**src/rtl/qpipe_pkg.sv**
```systemverilog
package qpipe_pkg;
  typedef enum logic [1:0] {PH_Q1 = 2'd0, PH_Q2 = 2'd1, PH_Q3 = 2'd2, PH_Q4 = 2'd3} phase_e;
  typedef enum logic [1:0] {RD_SEQ, RD_JUMP, RD_CALL, RD_RET} redir_e;
endpackage

```
**src/rtl/qpipe_phase.sv**
```systemverilog
module qpipe_phase
  import qpipe_pkg::*;
(
  input  logic       clk_i,
  input  logic       rst_ni,
  output logic [3:0] q_o
);
  phase_e ph_q;

  always_ff @(posedge clk_i or negedge rst_ni) begin
    if (!rst_ni) ph_q <= PH_Q1;
    else         ph_q <= phase_e'(ph_q + 2'd1);
  end

  for (genvar g = 0; g < 4; g++) begin : g_dec
    assign q_o[g] = (ph_q == phase_e'(g));
  end


  ph_wrap_chk: assert property (@(posedge clk_i) disable iff (!rst_ni)
    q_o[3] |=> q_o[0]);

  ph_onehot_chk: assert property (@(posedge clk_i) disable iff (!rst_ni)
    $countones(q_o) == 1);
endmodule

```
**src/rtl/qpipe_rstack.sv**
```systemverilog
module qpipe_rstack #(
  parameter int DEPTH = 8,
  parameter int W     = 10
) (
  input  logic         clk_i,
  input  logic         rst_ni,
  input  logic         push_i,
  input  logic         pop_i,
  input  logic [W-1:0] din_i,
  output logic [W-1:0] top_o
);
  localparam int AW = $clog2(DEPTH);

  logic [W-1:0]  mem_q [DEPTH];
  logic [AW-1:0] ptr_q;
  logic [AW-1:0] top_idx;

  assign top_idx = ptr_q - 1'b1;
  assign top_o   = mem_q[top_idx];

  always_ff @(posedge clk_i or negedge rst_ni) begin
    if (!rst_ni) begin
      ptr_q <= '0;
      for (int i = 0; i < DEPTH; i++) mem_q[i] <= '0;
    end else if (push_i) begin
      mem_q[ptr_q] <= din_i;   // wraps over oldest slot when full
      ptr_q        <= ptr_q + 1'b1;
    end else if (pop_i) begin
      ptr_q <= top_idx;
    end
  end


  push_top_chk: assert property (@(posedge clk_i) disable iff (!rst_ni)
    push_i |=> top_o == $past(din_i));

  push_pop_excl_chk: assert property (@(posedge clk_i) disable iff (!rst_ni)
    !(push_i && pop_i));
endmodule

```
**src/rtl/qpipe_seq.sv**
```systemverilog
module qpipe_seq
  import qpipe_pkg::*;
#(
  parameter int PC_W        = 10,
  parameter int INSTR_W     = 14,
  parameter int STACK_DEPTH = 8
) (
  input  logic               clk_i,
  input  logic               rst_ni,
  input  logic [INSTR_W-1:0] instr_i,
  input  logic               br_i,
  input  logic               call_i,
  input  logic               ret_i,
  input  logic [PC_W-1:0]    target_i,
  output logic [PC_W-1:0]    pmem_addr_o,
  output logic [3:0]         q_o,
  output logic               ex_valid_o,
  output logic [INSTR_W-1:0] ir_o,
  output logic               rd_stb_o,
  output logic               wr_stb_o
);
  logic [PC_W-1:0]    pc_q, pc_nxt, stk_top;
  logic [INSTR_W-1:0] ir_q;
  logic               ir_vld_q;
  logic               take;
  redir_e             sel;

  qpipe_phase i_phase (
    .clk_i (clk_i),
    .rst_ni(rst_ni),
    .q_o   (q_o)
  );

  // controls honoured only in Q4 of a real instruction
  assign take = q_o[3] && ir_vld_q;

  always_comb begin
    if      (take && call_i) sel = RD_CALL;
    else if (take && ret_i)  sel = RD_RET;
    else if (take && br_i)   sel = RD_JUMP;
    else                     sel = RD_SEQ;
  end

  always_comb begin
    unique case (sel)
      RD_CALL, RD_JUMP: pc_nxt = target_i;
      RD_RET:           pc_nxt = stk_top;
      default:          pc_nxt = pc_q + 1'b1;
    endcase
  end

  qpipe_rstack #(.DEPTH(STACK_DEPTH), .W(PC_W)) i_rstack (
    .clk_i (clk_i),
    .rst_ni(rst_ni),
    .push_i(sel == RD_CALL),
    .pop_i (sel == RD_RET),
    .din_i (pc_q),
    .top_o (stk_top)
  );

  always_ff @(posedge clk_i or negedge rst_ni) begin
    if (!rst_ni) begin
      pc_q     <= '0;
      ir_q     <= '0;
      ir_vld_q <= 1'b0;
    end else if (q_o[3]) begin
      pc_q     <= pc_nxt;
      ir_q     <= instr_i;
      ir_vld_q <= (sel == RD_SEQ);  // redirect flushes the fetched word
    end
  end

  assign pmem_addr_o = pc_q;
  assign ir_o        = ir_q;
  assign ex_valid_o  = ir_vld_q;
  assign rd_stb_o    = ir_vld_q && q_o[1];
  assign wr_stb_o    = ir_vld_q && q_o[3];


  pc_hold_chk: assert property (@(posedge clk_i) disable iff (!rst_ni)
    !q_o[3] |=> $stable(pmem_addr_o));

  pc_step_chk: assert property (@(posedge clk_i) disable iff (!rst_ni)
    (q_o[3] && !(ex_valid_o && (br_i || call_i || ret_i)))
      |=> pmem_addr_o == PC_W'($past(pmem_addr_o) + 1'b1));

  flush_chk: assert property (@(posedge clk_i) disable iff (!rst_ni)
    (q_o[3] && ex_valid_o && (br_i || call_i || ret_i)) |=> !ex_valid_o);

  jump_tgt_chk: assert property (@(posedge clk_i) disable iff (!rst_ni)
    (q_o[3] && ex_valid_o && br_i && !call_i && !ret_i) |=> pmem_addr_o == $past(target_i));

  call_tgt_chk: assert property (@(posedge clk_i) disable iff (!rst_ni)
    (q_o[3] && ex_valid_o && call_i) |=> pmem_addr_o == $past(target_i));

  ret_tgt_chk: assert property (@(posedge clk_i) disable iff (!rst_ni)
    (q_o[3] && ex_valid_o && ret_i && !call_i) |=> pmem_addr_o == $past(stk_top));

  vld_hold_chk: assert property (@(posedge clk_i) disable iff (!rst_ni)
    !q_o[3] |=> $stable(ex_valid_o));

  rd_stb_chk: assert property (@(posedge clk_i) disable iff (!rst_ni)
    rd_stb_o |-> (q_o[1] && ex_valid_o));

  wr_stb_chk: assert property (@(posedge clk_i) disable iff (!rst_ni)
    wr_stb_o |-> (q_o[3] && ex_valid_o));
endmodule

```
**config.mk**
```make
export PLATFORM = sky130hd
export DESIGN_NAME = qpipe_seq
export DESIGN_NICKNAME = d
export VERILOG_FILES = /design/src/rtl/qpipe_pkg.sv /design/src/rtl/qpipe_phase.sv /design/src/rtl/qpipe_rstack.sv /design/src/rtl/qpipe_seq.sv
export SDC_FILE = /design/constraint.sdc
export NUM_CORES = 1
export LEC_CHECK = 0
export ABC_AREA = 1
export CAP_MARGIN = 20
export CELL_PAD_IN_SITES_DETAIL_PLACEMENT = 1
export CELL_PAD_IN_SITES_GLOBAL_PLACEMENT = 2
export CORE_UTILIZATION = 35
export DETAILED_ROUTE_END_ITERATION = 12
export GPL_ROUTABILITY_DRIVEN = 0
export GPL_TIMING_DRIVEN = 0
export PLACE_DENSITY_LB_ADDON = 0.25
export SYNTH_ARGS = -nofsm -noshare
export SYNTH_HDL_FRONTEND = slang
export SYNTH_SLANG_ARGS = --single-unit
export TNS_END_PERCENT = 1
```
**constraint.sdc**
```tcl
create_clock -name clk_i -period 5.5 [get_ports clk_i]
set_clock_uncertainty 0.1 [all_clocks]
set_input_delay 1.1 -clock clk_i [delete_from_list [all_inputs] [get_ports clk_i]]
set_output_delay 1.1 -clock clk_i [all_outputs]
set_load 0.01 [all_outputs]
```
Yosys cells after proc, flatten, opt, wreduce, memory -nomap -nowiden
Cells that the tools add are included.
{"block": "op_classes", "addsub": 4, "multipliers": 0, "div_mod_pow": 0, "n_lt_le_gt_ge": 3, "n_eq_ne": 6, "n_shift": 0, "n_mux": 12, "bitwise": 2, "reduce_logical": 10}
{"cell": "bitwise mux 80 bit", "count": 1}
{"cell": "binary-select mux 10 bit (select 3 bit)", "count": 1}
{"cell": "demux 10 bit (select 3 bit)", "count": 1}
{"cell": "2-to-1 mux 10 bit", "count": 3}
{"cell": "case mux 10 bit (2 select lines)", "count": 1}
{"cell": "adder 10 x 1 -> 10 bit (second input constant)", "count": 1}
{"cell": "equality test 2 bit (second input constant)", "count": 4}
{"cell": ">= comparator 4 bit (second input constant)", "count": 2}
{"cell": "inverter 3 -> 4 bit", "count": 2}
{"cell": "logical AND 1 bit", "count": 6}
{"cell": "2-to-1 mux 3 bit", "count": 2}
{"cell": "equality test 2 x 1 -> 1 bit (second input constant)", "count": 2}
{"cell": "logical NOT 2 bit", "count": 2}
{"cell": "< comparator 4 x 1 -> 1 bit (second input constant)", "count": 1}
{"cell": "2-to-1 mux 2 bit", "count": 2}
{"cell": "adder 3 x 1 -> 3 bit (second input constant)", "count": 1}
{"cell": "subtractor 3 x 1 -> 3 bit (second input constant)", "count": 1}
{"cell": "adder 2 x 1 -> 2 bit (second input constant)", "count": 1}
{"cell": "nonzero test 2 bit", "count": 1}
{"cell": "OR reduction 2 bit", "count": 1}
{"cell": "2-to-1 mux 1 bit", "count": 1}
{"block": "totals", "register_bits": 110, "latch_bits": 0, "ramBits": 0, "romBits": 0, "input_bits": 29, "output_inout_bits": 31, "wordCells": 50, "n_memories": 0}

Depth between registers and ports, before layout
{"block": "logic_depth", "depth_word": 9, "ltp_mapped": 13, "ltp_nobuf": 11}

Cells and area by module
From an unflattened synthesis, not the netlist that was laid out.
{"block": "unflattened", "hier_cells": 762, "hier_area_um2": 5657.9}
{"module": "qpipe_rstack", "n_inst": 1, "cells_each": 568, "area_per_inst_um2": 4146.5, "seq_area_each_um2": 2077.0}
{"module": "qpipe_seq", "n_inst": 1, "cells_each": 186, "area_per_inst_um2": 1403.8, "seq_area_each_um2": 625.6}
{"module": "qpipe_phase", "n_inst": 1, "cells_each": 8, "area_per_inst_um2": 107.6, "seq_area_each_um2": 50.0}

Worst setup path before layout
No wires, ideal clock.
{"block": "synth_timing", "path_type": "input port to flip-flop", "start": "input ret_i", "end": "register pc_q[4], in the netlist pmem_addr_o[4]", "setup_ps": 123, "arrival_time_ps": 2322, "required_time_ps": 5277, "path_slack_ps": 2955, "stages": 6, "path_buffers": 1, "cell_sequence": "o21ai_0 -> ha_1 -> clkbuf_1 -> nor2_1 -> o21ai_0 -> nand2_1"}
{"block": "synth_via", "elab_chain_cells": 6, "elab_cells_between_ends": 8, "classes_between": "eq/ne: 3; mux: 3; reduce/logical: 2"}
{"item": "from (decl)", "line": "qpipe_seq.sv:13", "source": "input logic ret_i,"}
{"item": "logical AND 1 bit *", "line": "qpipe_seq.sv:39", "source": "else if (take && ret_i) sel = RD_RET;"}
{"item": "2-to-1 mux 2 bit *", "line": "qpipe_seq.sv:39"}
{"item": "2-to-1 mux 2 bit *", "line": "qpipe_seq.sv:38", "source": "if (take && call_i) sel = RD_CALL;"}
{"item": "equality test 2 x 1 -> 1 bit / equality test 2 bit (equally long branches)", "line": "qpipe_seq.sv:45", "source": "unique case (sel)"}
{"item": "OR reduction 2 bit", "line": "qpipe_seq.sv:45"}
{"item": "case mux 10 bit (2 select lines) *", "line": "qpipe_seq.sv:45"}
{"item": "to (signal assigned)", "line": "qpipe_seq.sv:67", "source": "pc_q <= pc_nxt;"}
{"item": "to (decl)", "line": "qpipe_seq.sv:22", "source": "logic [PC_W-1:0] pc_q, pc_nxt, stk_top;"}
Every way passes the cells marked *; elsewhere a longest branch is shown, timed or not.
A chain may end at the register's enable or synchronous reset.

Worst setup path in the final report
{"block": "layout_timing", "start": "input call_i", "end": "register pc_q[4], in the netlist pmem_addr_o[4]"}
{"block": "layout_via", "elab_chain_cells": 5, "elab_cells_between_ends": 7, "classes_between": "eq/ne: 3; mux: 2; reduce/logical: 2"}
{"item": "from (decl)", "line": "qpipe_seq.sv:12", "source": "input logic call_i,"}
{"item": "logical AND 1 bit *", "line": "qpipe_seq.sv:38"}
{"item": "2-to-1 mux 2 bit *", "line": "qpipe_seq.sv:38"}
{"item": "equality test 2 x 1 -> 1 bit / equality test 2 bit (equally long branches)", "line": "qpipe_seq.sv:45"}
{"item": "OR reduction 2 bit", "line": "qpipe_seq.sv:45"}
{"item": "case mux 10 bit (2 select lines) *", "line": "qpipe_seq.sv:45"}
Marks and branches as above.

==> results.py <==
metrics = {
    "sta": {
        "slew_headroom_pct": 57.9,
        "finalSetupViolations": 0,
        "tightest_slew_ns": 0.625,
        "fmax_mhz": 308,
        "rsz0062_at_grt": "false",
        "finalCritPeriodShare_pct": 59.1,
        "whs_ns": 0.373,
        "timing.setup.tns_ns": 0,
        "finalHoldViolCount": 0,
        "slew_violations": 0,
        "min_period_ns": 3.25,
    },
    "flow_run": {
        "cap_violations": 0,
    },
    "setup_path": {
        "cp_data_required_time_ns": 5.64,
        "reg2reg_depth": 13,
        "crit_chain": "clkdlybuf4s50_1 -> o21ai_0 -> ha_1 -> clkbuf_1 -> nor2_1 -> o21ai_0 -> nand2_1",
        "regToRegEndpoint": "pmem_addr_o[3]",
        "cp-start-kind": "input pin",
        "reg2reg_slack_ns": 2.58,
        "crit_type": "in -> reg",
        "crit_top_cell": "o21ai_0",
        "worst_path_max_delay_cell": "o21ai_0",
        "worst_ep_arrival_time_ns": 3.39,
        "end_kind": "flop",
        "critPathMaxStageDelay_ns": 0.52,
        "r2r_start": "i_rstack.ptr_q[0]",
        "cp_max_fo": 10,
    },
    "yosys": {
        "syn-num-nets": 715,
        "yosys_warnings": 0,
        "synth-async-reset-ratio_pct": 100,
        "syn_avg_cell_area_um2": 7.90,
        "ys_types": 25,
        "ys_seq_area_share_pct": 51.4,
        "netlist_area_um2": 5350,
        "synthTopCellsByArea": "dfrtp_1 (51%), nand2_1 (17%), o21ai_0 (6.5%)",
        "synth_top_area_share_pct": 51.4,
        "ys_ff_latch": 110,
        "synth_most_common_cell": "nand2_1",
        "synth_top_area_cell": "dfrtp_1",
        "synth_common_cells": "nand2_1 (238), dfrtp_1 (110), o21ai_0 (70)",
        "synth-main-ff-cell": "dfrtp_1",
        "synth_edf_count": 0,
        "synthCells": 677,
    },
    "clocking": {
        "post_cts_buffers": 0,
        "cts_buffer_depth": 2,
        "clk_pin_slew_worst_paths_ns": 0.07,
        "cts_tree": "yes",
        "cts_sinks": 110,
        "cts_hold_buf": 0,
        "cts-resized-gates": 0,
        "root_buffer": "clkbuf_16",
        "cts_buffers": 9,
        "clock_latency_ns": 0.36,
        "htree_levels": 3,
    },
    "routing": {
        "wl_per_cell_um": 18.5,
        "ant_nets": 0,
        "drtPass1Iterations": 8,
        "wl_mm": 17.3,
        "vias_per_cell": 5.15,
        "drc": 3,
        "drt-initial-drc-count": 238,
        "vias": 4827,
    },
    "floorplanning": {
        "rows": 44,
        "dieArea_um2": 15800,
        "start_util_pct": 36.4,
        "design.core.area_um2": 14700,
        "die_width_um": 126,
        "io_pins": 60,
        "dieHeight_um": 126,
    },
    "min_path": {
        "min_from": "ir_o[4]",
        "hold_end": "ir_o[4]",
        "min_path_cells": 2,
        "worstHoldPathType": "reg -> reg",
    },
    "layout": {
        "fillerInstances": 1837,
        "diodes": 0,
        "area_growth_pct": 21.2,
        "final_cells": 937,
        "fin_nets": 786,
        "drive_gt1_share_pct": 7.44,
    },
    "grt": {
        "antenna_found_initial": 0,
        "grt_util_met1_pct": 32.0,
        "met3_usage_pct": 2.68,
        "grtUsageTotal_pct": 23.3,
        "grt_pass1_vias": 5007,
        "grt_start_max_net_pins": 74,
        "met2_usage_pct": 38.6,
        "overflow": 0,
        "grt_pass1_wl_mm": 27.9,
        "busiest_layer": "met2",
    },
    "place": {
        "portBuffers": 59,
        "placed_cells": 921,
        "dpl.hpwl_mm": 12.4,
    },
    "pwr": {
        "ir_worst_vdd_mv": 0.192,
        "leakagePower_nw": 3.05,
        "p_per_area_nw_per_um2": 545,
    },
    "status": {
        "status": "finished, violations left",
        "failed_checks": "design-rule violations",
    },
}
==> per-stage QoR <==
stage	setup slack [ns]	utilization [%]	instance area (µm²)	total power [mW]
floorplan	2.96	-	5350	2.29
global route	2.07	44.1	6490	3.80
global placement	-1.14	42.0	6170	2.84
finish	2.25	44.1	6490	3.53
CTS	2.25	44.1	6490	3.56
detailed placement	1.89	42.2	6200	2.90
==> power by group <==
part,internal [mW],switching (mW)
Clock,0.332,0.312
Combinational,0.554,1.01
Sequential,1.12,0.208
Total,2.01,1.53
==> sequential cells by signal (all words and copies together) (netlist names) <==
signal	cells
i_rstack.mem_q	80
i_rstack.ptr_q	3
i_phase.ph_q	2
pmem_addr_o	10
ir_o	14
ex_valid_o	1
==> routing by layer <==
metal	share of wire, %	vias to the layer above
met2	48	80
met3	3.1	17
li1	-	2311
met5	0	-
met1	48	2419
met4	1.5	0
==> worst max-delay path by stage <==
stage / start / end / slack (ns) / cells after the start
finish: call_i / pmem_addr_o[4] / 2.25 / 7
CTS: call_i / pmem_addr_o[4] / 2.25 / 7
floorplan: ret_i / pmem_addr_o[4] / 2.96 / 6
detailed placement: call_i / pmem_addr_o[4] / 1.89 / 7
global placement: rst_ni / ir_o[6] / -1.14 / 1
global route: ret_i / pmem_addr_o[4] / 2.07 / 7
==> final cells by class <==
class / count / area (µm²) / share of cell area, %
sequential: 110 / 2750 / 42.4
clock buffer: 11 / 253 / 3.90
inverter: 49 / 184 / 2.84
timing repair buffer: 60 / 619 / 9.55
clock inverter: 5 / 33.8 / 0.521
buffer: 40 / 208 / 3.20
tap: 184 / 230 / 3.55
multi-input combinational: 478 / 2210 / 34.0
==> cells by family (layout without fill, tap and decap cells) <==
| kind of cell | count (synthesis) | after routing | synth area share, % |
|---|---|---|---|
| and+or+nand+nor | 318 | 318 | 24.2 |
| AOI/OAI and AO/OA | 146 | 146 | 13.8 |
| DFF | 110 | 110 | 51.4 |
| buffers and inverters | 89 | 165 | 7.32 |
| adders and majority gates | 9 | 9 | 2.10 |
| xor gates and xnor gates | 5 | 5 | 1.17 |
==> critical path: cells and delay by family <==
family	cells	cell delay, ns
fa+ha+maj	1	0.42
buf+inv	2	0.89
compound gates	2	0.77
simple gates	2	0.21
==> cells in the final DEF, fill, tap and decap left out, types with 4 or more instances in the layout <==
cell / synthesis / layout
a21oi_1: 39 / 39
buf_2: 19 / 19
buf_4: 7 / 7
clkbuf_1: 12 / 12
clkbuf_16: 0 / 9
clkdlybuf4s50_1: 0 / 58
dfrtp_1: 110 / 110
ha_1: 9 / 9
inv_1: 45 / 45
inv_2: 4 / 4
nand2_1: 238 / 238
nand3_1: 45 / 45
nor2_1: 28 / 28
o21ai_0: 70 / 70
o21ai_1: 34 / 34
xor2_1: 4 / 4
(Power assumes the default switching activity.)
